File: src/rtl/mdio_pkg.sv
package mdio_pkg;

    localparam int PHY_W  = 5;
    localparam int REG_W  = 5;
    localparam int DATA_W = 16;
    localparam int PHY_N  = 1 << PHY_W;

    localparam logic SEL_ACCESS  = 1'b0;
    localparam logic SEL_CONTROL = 1'b1;

    localparam int ACC_GO_BIT = 31;
    localparam int ACC_WR_BIT = 30;
    localparam int ACC_REG_LO = 21;
    localparam int ACC_PHY_LO = 16;
    localparam int CTL_EN_BIT = 30;

    typedef enum logic [2:0] {
        ST_IDLE,
        ST_PREAMBLE,
        ST_HEADER,
        ST_TURN,
        ST_DATA,
        ST_FINISH
    } mdio_state_e;

endpackage

File: src/rtl/mdio_clkgen.sv
module mdio_clkgen #(
    parameter int DIV_W = 8
) (
    input  logic             clk,
    input  logic             rst_n,
    input  logic             en,
    input  logic [DIV_W-1:0] div,
    output logic             mdc,
    output logic             rise_tick,
    output logic             fall_tick
);

    logic [DIV_W-1:0] cnt_q;
    logic             half_done;

    assign half_done = (cnt_q >= div);
    assign rise_tick = en && half_done && !mdc;
    assign fall_tick = en && half_done && mdc;

    always_ff @(posedge clk or negedge rst_n) begin
        if (!rst_n) begin
            cnt_q <= '0;
            mdc   <= 1'b0;
        end else if (!en) begin
            cnt_q <= '0;
            mdc   <= 1'b0;
        end else if (half_done) begin
            cnt_q <= '0;
            mdc   <= ~mdc;
        end else begin
            cnt_q <= cnt_q + 1'b1;
        end
    end

endmodule

File: src/rtl/mdio_frame_engine.sv
module mdio_frame_engine
    import mdio_pkg::*;
#(
    parameter int PRE_LEN = 32
) (
    input  logic              clk,
    input  logic              rst_n,
    input  logic              start,
    input  logic              cmd_wr,
    input  logic [PHY_W-1:0]  cmd_phy,
    input  logic [REG_W-1:0]  cmd_reg,
    input  logic [DATA_W-1:0] cmd_data,
    input  logic              rise_tick,
    input  logic              fall_tick,
    input  logic              mdio_i,
    output logic              idle,
    output logic              done,
    output logic [DATA_W-1:0] rdata,
    output logic              alive_upd,
    output logic              alive_val,
    output logic              mdio_o,
    output logic              mdio_oe
);

    localparam int FRAME_W = PRE_LEN + 4 + PHY_W + REG_W + 2 + DATA_W;
    localparam int IDX_W   = $clog2(FRAME_W) + 1;
    localparam logic [IDX_W-1:0] PRE_END  = IDX_W'(PRE_LEN - 1);
    localparam logic [IDX_W-1:0] HDR_END  = IDX_W'(PRE_LEN + 4 + PHY_W + REG_W - 1);
    localparam logic [IDX_W-1:0] TA_END   = IDX_W'(PRE_LEN + 4 + PHY_W + REG_W + 1);
    localparam logic [IDX_W-1:0] DATA_END = IDX_W'(FRAME_W - 1);
    localparam logic [IDX_W-1:0] NO_BIT   = '1;

    mdio_state_e        state_q, state_nx;
    logic [FRAME_W-1:0] shreg_q;
    logic [IDX_W-1:0]   bitcnt_q;
    logic [IDX_W-1:0]   line_idx_q;
    logic               wr_q;
    logic               in_data;

    // next-state logic
    always_comb begin
        state_nx = state_q;
        unique case (state_q)
            ST_IDLE:     if (start) state_nx = ST_PREAMBLE;
            ST_PREAMBLE: if (fall_tick && bitcnt_q == PRE_END)  state_nx = ST_HEADER;
            ST_HEADER:   if (fall_tick && bitcnt_q == HDR_END)  state_nx = ST_TURN;
            ST_TURN:     if (fall_tick && bitcnt_q == TA_END)   state_nx = ST_DATA;
            ST_DATA:     if (fall_tick && bitcnt_q == DATA_END) state_nx = ST_FINISH;
            ST_FINISH:   if (fall_tick) state_nx = ST_IDLE;
            default:     state_nx = ST_IDLE;
        endcase
    end

    // state register
    always_ff @(posedge clk or negedge rst_n) begin
        if (!rst_n) state_q <= ST_IDLE;
        else        state_q <= state_nx;
    end

    assign idle      = (state_q == ST_IDLE);
    assign done      = (state_q == ST_FINISH) && fall_tick;
    assign alive_upd = rise_tick && !wr_q && (line_idx_q == TA_END);
    assign alive_val = ~mdio_i;
    assign in_data   = (line_idx_q > TA_END) && (line_idx_q <= DATA_END);

    // outputs and datapath
    always_ff @(posedge clk or negedge rst_n) begin
        if (!rst_n) begin
            shreg_q    <= '0;
            bitcnt_q   <= '0;
            line_idx_q <= NO_BIT;
            wr_q       <= 1'b0;
            rdata      <= '0;
            mdio_o     <= 1'b1;
            mdio_oe    <= 1'b0;
        end else begin
            if (state_q == ST_IDLE) begin
                if (start) begin
                    shreg_q    <= {{PRE_LEN{1'b1}}, 2'b01, (cmd_wr ? 2'b01 : 2'b10),
                                   cmd_phy, cmd_reg, 2'b10, cmd_data};
                    bitcnt_q   <= '0;
                    line_idx_q <= NO_BIT;
                    wr_q       <= cmd_wr;
                end
            end else if (fall_tick) begin
                unique case (state_q)
                    ST_PREAMBLE, ST_HEADER: begin
                        mdio_o  <= shreg_q[FRAME_W-1];
                        mdio_oe <= 1'b1;
                    end
                    ST_TURN, ST_DATA: begin
                        mdio_o  <= shreg_q[FRAME_W-1];
                        mdio_oe <= wr_q;
                    end
                    default: begin
                        mdio_o  <= 1'b1;
                        mdio_oe <= 1'b0;
                    end
                endcase
                shreg_q    <= {shreg_q[FRAME_W-2:0], 1'b0};
                bitcnt_q   <= bitcnt_q + 1'b1;
                line_idx_q <= (state_q == ST_FINISH) ? NO_BIT : bitcnt_q;
            end
            if (rise_tick && !wr_q && in_data) begin
                rdata <= {rdata[DATA_W-2:0], mdio_i};
            end
        end
    end

endmodule

File: src/rtl/mdio_mgmt_ctrl.sv
module mdio_mgmt_ctrl
    import mdio_pkg::*;
#(
    parameter int DIV_W   = 8,
    parameter int PRE_LEN = 32
) (
    input  logic        clk,
    input  logic        rst_n,
    input  logic        reg_we,
    input  logic        reg_sel,
    input  logic [31:0] reg_wdata,
    output logic [31:0] access_q,
    output logic [31:0] control_q,
    output logic [31:0] alive_q,
    output logic        mdc,
    output logic        mdio_o,
    output logic        mdio_oe,
    input  logic        mdio_i
);

    logic              busy_q, wr_q, en_q;
    logic [REG_W-1:0]  reg_q;
    logic [PHY_W-1:0]  phy_q;
    logic [DATA_W-1:0] data_q;
    logic [DIV_W-1:0]  div_q;
    logic [PHY_N-1:0]  alive_bits;

    logic              acc_wr, start;
    logic              rise_tick, fall_tick;
    logic              eng_idle, eng_done, alive_upd, alive_val;
    logic [DATA_W-1:0] eng_rdata;
    logic              unused_bits;

    assign unused_bits = ^{reg_wdata[29:DIV_W], eng_idle};

    assign acc_wr = reg_we && (reg_sel == SEL_ACCESS) && !busy_q;
    assign start  = acc_wr && reg_wdata[ACC_GO_BIT] && en_q;

    mdio_clkgen #(.DIV_W(DIV_W)) i_clkgen (
        .clk       (clk),
        .rst_n     (rst_n),
        .en        (en_q),
        .div       (div_q),
        .mdc       (mdc),
        .rise_tick (rise_tick),
        .fall_tick (fall_tick)
    );

    mdio_frame_engine #(.PRE_LEN(PRE_LEN)) i_engine (
        .clk       (clk),
        .rst_n     (rst_n),
        .start     (start),
        .cmd_wr    (reg_wdata[ACC_WR_BIT]),
        .cmd_phy   (reg_wdata[ACC_PHY_LO +: PHY_W]),
        .cmd_reg   (reg_wdata[ACC_REG_LO +: REG_W]),
        .cmd_data  (reg_wdata[DATA_W-1:0]),
        .rise_tick (rise_tick),
        .fall_tick (fall_tick),
        .mdio_i    (mdio_i),
        .idle      (eng_idle),
        .done      (eng_done),
        .rdata     (eng_rdata),
        .alive_upd (alive_upd),
        .alive_val (alive_val),
        .mdio_o    (mdio_o),
        .mdio_oe   (mdio_oe)
    );

    always_ff @(posedge clk or negedge rst_n) begin
        if (!rst_n) begin
            en_q  <= 1'b0;
            div_q <= '0;
        end else if (reg_we && reg_sel == SEL_CONTROL) begin
            en_q  <= reg_wdata[CTL_EN_BIT];
            div_q <= reg_wdata[DIV_W-1:0];
        end
    end

    always_ff @(posedge clk or negedge rst_n) begin
        if (!rst_n) begin
            busy_q <= 1'b0;
            wr_q   <= 1'b0;
            reg_q  <= '0;
            phy_q  <= '0;
            data_q <= '0;
        end else if (acc_wr) begin
            busy_q <= start;
            wr_q   <= reg_wdata[ACC_WR_BIT];
            reg_q  <= reg_wdata[ACC_REG_LO +: REG_W];
            phy_q  <= reg_wdata[ACC_PHY_LO +: PHY_W];
            data_q <= reg_wdata[DATA_W-1:0];
        end else if (eng_done) begin
            busy_q <= 1'b0;
            if (!wr_q) data_q <= eng_rdata;
        end
    end

    for (genvar p = 0; p < PHY_N; p++) begin : g_alive
        always_ff @(posedge clk or negedge rst_n) begin
            if (!rst_n)                                alive_bits[p] <= 1'b0;
            else if (alive_upd && phy_q == PHY_W'(p)) alive_bits[p] <= alive_val;
        end
    end

    assign access_q  = {busy_q, wr_q, 4'b0000, reg_q, phy_q, data_q};
    assign control_q = {!busy_q, en_q, {(30-DIV_W){1'b0}}, div_q};
    assign alive_q   = alive_bits;

endmodule


File: config.mk
export PLATFORM = sky130hd
export DESIGN_NAME = mdio_mgmt_ctrl
export DESIGN_NICKNAME = d
export VERILOG_FILES = /design/src/rtl/mdio_pkg.sv /design/src/rtl/mdio_clkgen.sv /design/src/rtl/mdio_frame_engine.sv /design/src/rtl/mdio_mgmt_ctrl.sv
export SDC_FILE = /design/constraint.sdc
export NUM_CORES = 1
export LEC_CHECK = 0
export BUFFER_PORTS_ARGS = -buffer_cell sky130_fd_sc_hd__buf_4
export CORE_UTILIZATION = 55
export CTS_CLUSTER_DIAMETER = 30
export DETAILED_ROUTE_END_ITERATION = 12
export PLACE_DENSITY_LB_ADDON = 0.1
export SLEW_MARGIN = 40
export SYNTH_ARGS = -nofsm -noshare
export SYNTH_HDL_FRONTEND = slang
export SYNTH_SLANG_ARGS = --single-unit
export TNS_END_PERCENT = 20
File: constraint.sdc
create_clock -name clk -period 4.6 [get_ports clk]
set_input_delay 0.23 -clock clk [delete_from_list [all_inputs] [get_ports clk]]
set_output_delay 0.23 -clock clk [all_outputs]
set_load 0.02 [all_outputs]
; ---- Word level (Yosys, flattened, before mapping)
; Index checks and enable logic that the tools add are counted.
[totals]
out_inout_bits = 99
inputBits = 37
word_cells = 200
register_bits = 178
[op_classes]
reduce_logical = 64
bitwise_logic = 4
n_mux = 29
n_eq_ne = 49
addsub = 2
magnitude_cmp = 3
[op_table]
columns = operator, n
row1 = $mux 64, 3
row2 = $eq 5x5->1 const B, 16
row3 = $logic_and 1x1->1, 49
row4 = $mux 7, 7
row5 = $mux 16, 3
row6 = $eq 5x4->1 const B, 8
row7 = $eq 7x6->1 const B, 4
row8 = $eq 5x3->1 const B, 4
row9 = $mux 3, 6
row10 = $pmux 3 s6, 1
row11 = $mux 8, 2
row12 = $ne 2x1->1 const B, 8
row13 = $eq 5x2->1 const B, 2
row14 = $add 8x1->8 const B, 1
row15 = $ge 8x8->1, 1
row16 = $reduce_and 2->1, 4
row17 = $add 7x1->7 const B, 1
row18 = $eq 7x5->1 const B, 1
row19 = $gt 7x6->1 const B, 1
row20 = $le 7x6->1 const B, 1
row21 = $eq 3x2->1 const B, 2
row22 = $eq 3x3->1 const B, 2
row23 = $reduce_and 6->1, 1
row24 = $eq 5x1->1 const B, 1
row25 = 11 further kinds, 22

; ---- Longest topological paths before layout
; Gate-level depths: netlist of run 1.
[depth]
ltp_word = 7
ltp_mapped = 9
mapped_depth_nobuf = 7

; ---- By module
; Synthesis of run 1 repeated with hierarchy kept, for this count alone.
[unflattened]
hier_cells = 743
area_unflattened_um2 = 8380.5
[by_module_without_submodules]
columns = module, area_per_inst_um2, seq_area_each_um2, cells_each, n_inst
row1 = mdio_frame_engine, 4429.2, 2512.4, 412, 1
row2 = mdio_mgmt_ctrl, 3268.1, 1726.7, 262, 1
row3 = mdio_clkgen, 683.2, 225.2, 69, 1

; ---- Worst setup path before layout of run 1
; Ideal clock, no wire load.
[synth_timing]
path_kind = register to register
from = register div_q[2]
to = register i_engine.shreg_q[19]
synth_period_minus_slack_ns = 2.538
slack_ns = 2.062
setup_ns = 0.125
stages_incl_launch_ff = 10
t_required_ns = 4.475
path_buffers = 2
t_arrival_ns = 2.413
cell_sequence = dfrtp_1 -> inv_1 -> ha_1 -> o21ai_1 -> a211o_1 -> o21ba_1 -> buf_4 -> o31ai_4 -> buf_6 -> mux2_4
[synth_via]
elab_chain_len = 5
[synth_lines]
columns = item, line
row1 = from (decl), mdio_mgmt_ctrl.sv:25  ; logic [DIV_W-1:0] div_q;
row2 = from (signal assigned), mdio_mgmt_ctrl.sv:75  ; div_q <= reg_wdata[DIV_W-1:0];
row3 = $ge 8x8->1, mdio_clkgen.sv:16  ; assign half_done = (cnt_q >= div);
row4 = $logic_and 1x1->1 (2 in series), mdio_clkgen.sv:18  ; assign fall_tick = en && half_done && mdc;
row5 = $reduce_bool 2->1 (no source line), -
row6 = $reduce_and 2->1 (no source line), -
row7 = to (signal assigned), mdio_frame_engine.sv:79  ; shreg_q <= {{PRE_LEN{1'b1}}, 2'b01, (cmd_wr ? 2'b01 : 2'b10),
row8 = to (signal assigned), mdio_frame_engine.sv:100  ; shreg_q <= {shreg_q[FRAME_W-2:0], 1'b0};
row9 = to (decl), mdio_frame_engine.sv:34  ; logic [FRAME_W-1:0] shreg_q;
; Every way passes these cells.
; A chain may end at the register's enable or synchronous reset.

; ---- Worst setup path after layout of run 1
[layout_timing]
from = register i_clkgen.cnt_q[0]
to = register i_engine.bitcnt_q[3]
[layout_via]
elab_chain_len = 5
[layout_lines]
columns = item, line
row1 = from (decl), mdio_clkgen.sv:13  ; logic [DIV_W-1:0] cnt_q;
row2 = from (signal assigned), mdio_clkgen.sv:31  ; cnt_q <= cnt_q + 1'b1;
row3 = $ge 8x8->1, mdio_clkgen.sv:16
row4 = $logic_and 1x1->1 (2 in series), mdio_clkgen.sv:18
row5 = $reduce_bool 2->1 (no source line), -
row6 = $reduce_and 2->1 (no source line), -
row7 = to (signal assigned), mdio_frame_engine.sv:101  ; bitcnt_q <= bitcnt_q + 1'b1;
row8 = to (decl), mdio_frame_engine.sv:35  ; logic [IDX_W-1:0] bitcnt_q;
; Every way passes these cells.

==> results of run 1 <==
==> per-stage QoR <==
step / util / cell area (µm²) / setup slack (ps) / total power [mW]
4_1_cts: 0.660 / 10100 / 1270 / 3.36
5_1_grt: 0.662 / 10200 / 990 / 3.47
3_5_place_dp: 0.622 / 9560 / 1320 / 1.94
2_1_floorplan: - / 8860 / 2060 / 1.82
3_3_place_gp: 0.621 / 9550 / 1360 / 1.93
6_report: 0.662 / 10200 / 1270 / 3.34
==> registers in the layout (all words and copies together) (netlist names) <==
signal / count
i_engine.shreg_q: 64
alive_q: 32
data_q: 16
i_engine.rdata: 16
div_q: 8
i_clkgen.cnt_q: 8
i_engine.bitcnt_q: 7
i_engine.line_idx_q: 7
phy_q: 5
reg_q: 5
i_engine.state_q: 3
busy_q: 1
en_q: 1
i_clkgen.mdc: 1
i_engine.mdio_o: 1
i_engine.mdio_oe: 1
i_engine.wr_q: 1
wr_q: 1
==> worst reg2reg max path, cell delays in order, from the launching register on <==
cell and delay, ps:
dfrtp_1 410, inv_1 60, ha_1 260, nand2b_1 130, a2111oi_0 670, o21ba_2 770, buf_4 520, nor4_1 130
a221o_1 280
==> cells by family after synthesis <==
group	after synthesis	share of synthesized area
AO/OA/AOI/OAI	98	0.0699
XOR/XNOR	9	0.00899
adder cells (fa/ha/maj)	11	0.0157
buffers and inverters	140	0.0778
flip-flops	178	0.509
multiplexers	138	0.176
other	1	0.000428
AND/OR/NAND/NOR	251	0.142
==> cell usage after synthesis (2+ instances only) <==
| library cell | n |
|---|---|
| nor4_1 | 65 |
| nor2_1 | 28 |
| buf_6 | 3 |
| buf_4 | 32 |
| nand3b_1 | 5 |
| nand4_1 | 10 |
| xnor2_1 | 4 |
| a22o_1 | 2 |
| nor2b_1 | 2 |
| nor3_1 | 4 |
| mux2i_1 | 42 |
| o221ai_1 | 2 |
| mux2_2 | 84 |
| or3_1 | 2 |
| buf_2 | 11 |
| nand4b_1 | 2 |
| mux2_4 | 10 |
| a21oi_1 | 6 |
| or3b_2 | 2 |
| nand3_1 | 14 |
| a2111oi_0 | 2 |
| dfrtp_1 | 170 |
| and2_1 | 2 |
| o21ai_0 | 39 |
| a31oi_1 | 32 |
| inv_1 | 52 |
| buf_1 | 5 |
| xor2_1 | 5 |
| clkbuf_1 | 36 |
| dfstp_2 | 8 |
| mux2_1 | 2 |
| nand2_1 | 106 |
| ha_1 | 11 |
==> report_power, final <==
group | total (mW) | switching [mW] | internal (mW)
clock network | 1.43 | 0.611 | 0.818
logic | 0.279 | 0.177 | 0.102
registers | 1.64 | 0.0380 | 1.60
==> final timing paths <==
path / to / slack (ps) / depth (start not counted)
worst min register to register: i_engine.line_idx_q[1] / 470 / 2
worst min-delay path: reg_q[1] / 50 / 2
min in group asynchronous: i_engine.bitcnt_q[4] / 260 / 2
max in group asynchronous: i_engine.rdata[9] / 3190 / 4
worst max-delay path: i_engine.bitcnt_q[3] / 1270 / 8
worst max register to register: i_engine.bitcnt_q[3] / 1270 / 8
==> cells in the final DEF, fill, tap and decap left out, types with 3 or more instances in the layout <==
| cell type | instances |
|---|---|
| a21oi_1 | 6 |
| a31oi_1 | 32 |
| buf_4 | 117 |
| clkbuf_1 | 3 |
| clkbuf_16 | 17 |
| clkinv_4 | 3 |
| conb_1 | 26 |
| dfrtp_1 | 170 |
| dfstp_2 | 8 |
| ha_1 | 11 |
| inv_1 | 52 |
| mux2_2 | 84 |
| mux2_4 | 10 |
| mux2i_1 | 42 |
| nand2_1 | 105 |
| nand3_1 | 13 |
| nand3b_1 | 5 |
| nand4_1 | 10 |
| nor2_1 | 28 |
| nor3_1 | 4 |
| nor4_1 | 65 |
| o21ai_0 | 39 |
| xnor2_1 | 4 |
| xor2_1 | 5 |
==> per-layer routing <==
layer	vias up	global-route usage	part of all wire
met5	-	0	0
met3	34	0.0476	0.040
met4	0	0.0872	0.018
met2	193	0.425	0.50
met1	3218	0.354	0.45
li1	3015	-	-
==> layout make-up <==
| class | instances | share of cell area |
|---|---|---|
| clock buffers | 21 | 0.0443 |
| flip-flops and latches | 178 | 0.439 |
| inverters | 53 | 0.0195 |
| multi-input cells | 533 | 0.368 |
| clock inverters | 11 | 0.0127 |
| well taps | 211 | 0.0259 |
| repair buffers | 120 | 0.0915 |
==> out/results.ini, run 1 <==
[floorplan]
core_area_um2=15400
std_cell_rows=45
die_x_um=128
die-area_um2=16400
start_util=0.570
fp.dieH_um=128
num_io_pins=136

[setup_path]
timing.rr.start=i_clkgen.cnt_q[0]
critPathMaxStageDelay_ps=770
crit_chain=inv_1 > ha_1 > nand2b_1 > a2111oi_0 > o21ba_2 > buf_4 > nor4_1 > a221o_1
cp.arrival_ps=3640
critPathSlowestCell=o21ba_2
worstSetupPathType=reg2reg
path_buf_inv=2
cp_data_required_time_ps=4910
startpoint_type=flip-flop
critPathLaunch=i_clkgen.cnt_q[0]
critPathTopFamily=compound AO/OA/AOI/OAI gates
cp_max_fo=37
cp-end-kind=flip-flop

[drt]
drt_wl_total_mm=20.1
drt-initial-drc-count=653
ant_nets=0
dr_total_vias=6460
dr.pass1.iters=5
routedWlPerCell_um=17.8
vias_per_cell=5.73
drc_errors=0

[yosys]
async_reset_ff_frac=1.00
ys_seq_elements=178
netlist.area_leader.share=0.485
synth_cell_type_count=59
synth_edf_count=0
synth_warnings=0
postSynthAreaPerCell_um2=10.6
synthTopCellsByArea=dfrtp_1 (49%), mux2_2 (11%), mux2i_1 (4.8%)
yosysSeqAreaShare=0.509
synthFlopType=dfrtp_1
synth_area_um2=8770
yosysTopAreaCell=dfrtp_1
syn_inst=826

[grt]
grt_pass1_wl_mm=33.3
grt_use_total=0.262
gr-total-overflow=0
grt_start_max_net_pins=112
antenna_found_initial=0
grt_pass1_vias=6366

[place]
hpwl_mm=13.1
place.gp.congestion=0.781
port_buffers=105
dp.cells=1093

[timing]
whs_ps=45.8
fin_crit_sh=0.725
finalSetupTns_ps=0
period_needed_ps=3330
finalSetupViolCount=0
max-slew-margin-rel=0.479
skew_ps=9.56
rsz0062_at_grt=no
worstMarginPinSlew_ps=782
fmax_mhz=300
final_max_slew_viol_count=0
hold_viol=0

[job]
drv_cap=0

[power_and_ir_drop]
leakagePower_nw=4.54
power.density_nw_per_um2=328
vdd_drop_max_v=0.000272

[cts]
tritoncts=yes
clk_latency_ps=430
cts_hold_buffers=1
h-tree-depth=4
post_cts_resized=0
clock-sinks=178
cts_buffer_depth=2
cts_setup_buffers=0
path_clk_slew_ps=60
root_buffer=clkbuf_16
cts_buffers=17

[hold_path]
worstHoldStart=reg_wdata[22]
hp-class=in2reg

[finish]
multi_input_area_um2=3740
area_growth_pct=16.1
finalNetCount=951
fin_cells=1127
seqCellArea_um2=4460
drive_above_1_share=0.287
fillers=1216
antenna_cells=0

[status]
outcome=finished, final reports clean

Power figures use the tool's default switching activity.
==> inputs of run 2 (changes only) <==
==> constraint.sdc (replaced) <==
create_clock -name clk -period 3.08 [get_ports clk]
set_input_delay 0.154 -clock clk [delete_from_list [all_inputs] [get_ports clk]]
set_output_delay 0.154 -clock clk [all_outputs]
set_load 0.02 [all_outputs]
==> run 2 against run 1 <==
  * Wire length grew 3.8%
  * Sequential power up 48%
  * Critical path depth is 1 lower
  * Design area up 2.4%
  * Non-clock buffer count grew 19
  * Die area did not move
  * Combinational power up 67%
  * Via count grew 2.7%
  * Power grew 54%
  * Global-route usage increased by 0.46 points
  * Clock power up 56%
  * Largest cell class unchanged
  * Highest routed layer unchanged
==> out/results.ini, run 2 (synthesis results as in run 1) <==
[cts]
cts_setup_buffers=0
clk_latency_ps=430
path_clk_slew_ps=70
h-tree-depth=4
cts_buffers=17
root_buffer=clkbuf_16
cts_buffer_depth=2
tritoncts=yes
post_cts_resized=0
clock-sinks=178

[timing]
skew_ps=11.0
fin_crit_sh=0.930
fmax_mhz=349
rsz0062_at_grt=no
hold_viol=0
final_max_slew_viol_count=0
period_needed_ps=2870
max-slew-margin-rel=0.479
finalSetupViolCount=0
setup_slack_ps=214
worstMarginPinSlew_ps=781
finalSetupTns_ps=0

[hold_path]
hp-class=in2reg
worstHoldStart=reg_wdata[5]
hold_end=div_q[5]
min_path_cells=2

[place]
hpwl_mm=13.6
pre_cts_slack_ps=248
place.gp.congestion=0.849
port_buffers=105

[grt]
grt_start_max_net_pins=90
grt_use_total=0.266
grt_pass1_vias=6631
grt_pass1_wl_mm=34.0
gr-total-overflow=0
antenna_found_initial=0

[job]
drv_cap=0

[setup_path]
cp-end-kind=flip-flop
cp_data_required_time_ps=3380
cp.arrival_ps=3170
rr_worst_depth=7
worstSetupPathType=reg2reg
r2r_end=i_engine.shreg_q[1]
reg2reg_setup_slack_ps=210
startpoint_type=flip-flop
cp_max_fo=25
timing.rr.start=i_clkgen.cnt_q[2]

[power_and_ir_drop]
p_comb_frac=0.091
clockPowerShare=0.435
leakagePower_nw=4.65
p_int_mw=3.85
power.density_nw_per_um2=493
sw_frac_of_total=0.250
p_sw_mw=1.28
p_seq_frac=0.474
vdd_drop_max_v=0.000393

[floorplan]
die_x_um=128
die-area_um2=16400
start_util=0.570
fp.dieH_um=128
std_cell_rows=45
num_io_pins=136
core_area_um2=15400

[drt]
drt_wl_total_mm=20.9
dr_total_vias=6634
drc_errors=0
vias_per_cell=5.79
ant_nets=0
dr.pass1.iters=5
routedWlPerCell_um=18.2
wl_met1_mm=9.44
wl_met3_mm=1.10
highest_layer=met4
wl_met2_mm=9.99
drt-initial-drc-count=498

[finish]
most-common-layout-cells=dfrtp_1 (170), buf_4 (117), nand2_1 (105)
largest_reg_flops=64
fillers=1200
finalNetCount=970
antenna_cells=0
area_growth_pct=18.9
drive_above_1_share=0.288
layout.cells.most_common=dfrtp_1
largest-register=i_engine.shreg_q

[status]
outcome=finished, final reports clean

[run 2: cell count changes in the layout (fill, tap and decap cells not counted), sizes merged]
cell | previous run | this run
clkinvlp | 2 | 1
clkinv | 6 | 7
buf | 119 | 122
bufinv | 2 | 3
dlygate4sd3 | 1 | 16
clkbuf | 21 | 18
inv | 54 | 56
[run 2: routing by layer]
metal  GRT usage  up-vias
li1            -     3046
met5           0        -
met2       0.430      229
met4      0.0706        0
met3      0.0593       30
met1       0.363     3329
[run 2: cell type report]
class	count	area [µm²]	area share
clock buffers	17	425	0.0408
clock inverters	14	180	0.0173
inverters	53	199	0.0191
multi-input cells	533	3740	0.359
flip-flops and latches	178	4460	0.428
well taps	211	264	0.0253
repair buffers	139	1150	0.111
[run 2: metrics by stage]
stage               power [mW]  hold WS [ps]  cells   util  cell area, µm²
floorplan                 2.72          -142    851      -            8860
global placement          2.91           284   1098  0.628            9650
detailed placement        2.93           290   1098  0.628            9650
CTS                       5.18          6.16   1144  0.677           10400
global route              5.32          5.75   1145  0.678           10400
finish                    5.13          27.5   1145  0.678           10400
[run 2: power by group through the flow]
stage | clock (mW) | combinational [mW] | sequential [mW]
CTS | 2.28 | 0.468 | 2.43
global placement | 0 | 0.443 | 2.47
finish | 2.23 | 0.466 | 2.43
global route | 2.37 | 0.509 | 2.44
detailed placement | 0 | 0.451 | 2.47
floorplan | 0 | 0.222 | 2.50
[run 2: critical path, cell delays in order (launching register included)]
cell	delay, ps
dfrtp_1	430
ha_1	300
o21ai_1	70
a211o_1	320
o21ba_2	250
o31ai_4	710
buf_12	280
mux2_2	360
[run 2: how the worst max path moves through the flow]
stage / depth (start not counted) / end / from / slack (ps)
2_1_floorplan: 9 / i_engine.shreg_q[19] / div_q[2] / 540
3_3_place_gp: 7 / i_engine.shreg_q[1] / i_clkgen.cnt_q[2] / 280
3_5_place_dp: 7 / i_engine.shreg_q[1] / i_clkgen.cnt_q[2] / 250
4_1_cts: 7 / i_engine.shreg_q[1] / i_clkgen.cnt_q[2] / 220
5_1_grt: 9 / i_engine.shreg_q[1] / i_clkgen.cnt_q[0] / 120
6_report: 7 / i_engine.shreg_q[1] / i_clkgen.cnt_q[2] / 210
[run 2: repair_timing]
item                                   in CTS  in global routing
endpoints found under the hold margin      94                  1
setup endpoints to repair                   0                  0
hold buffers                               15                  1
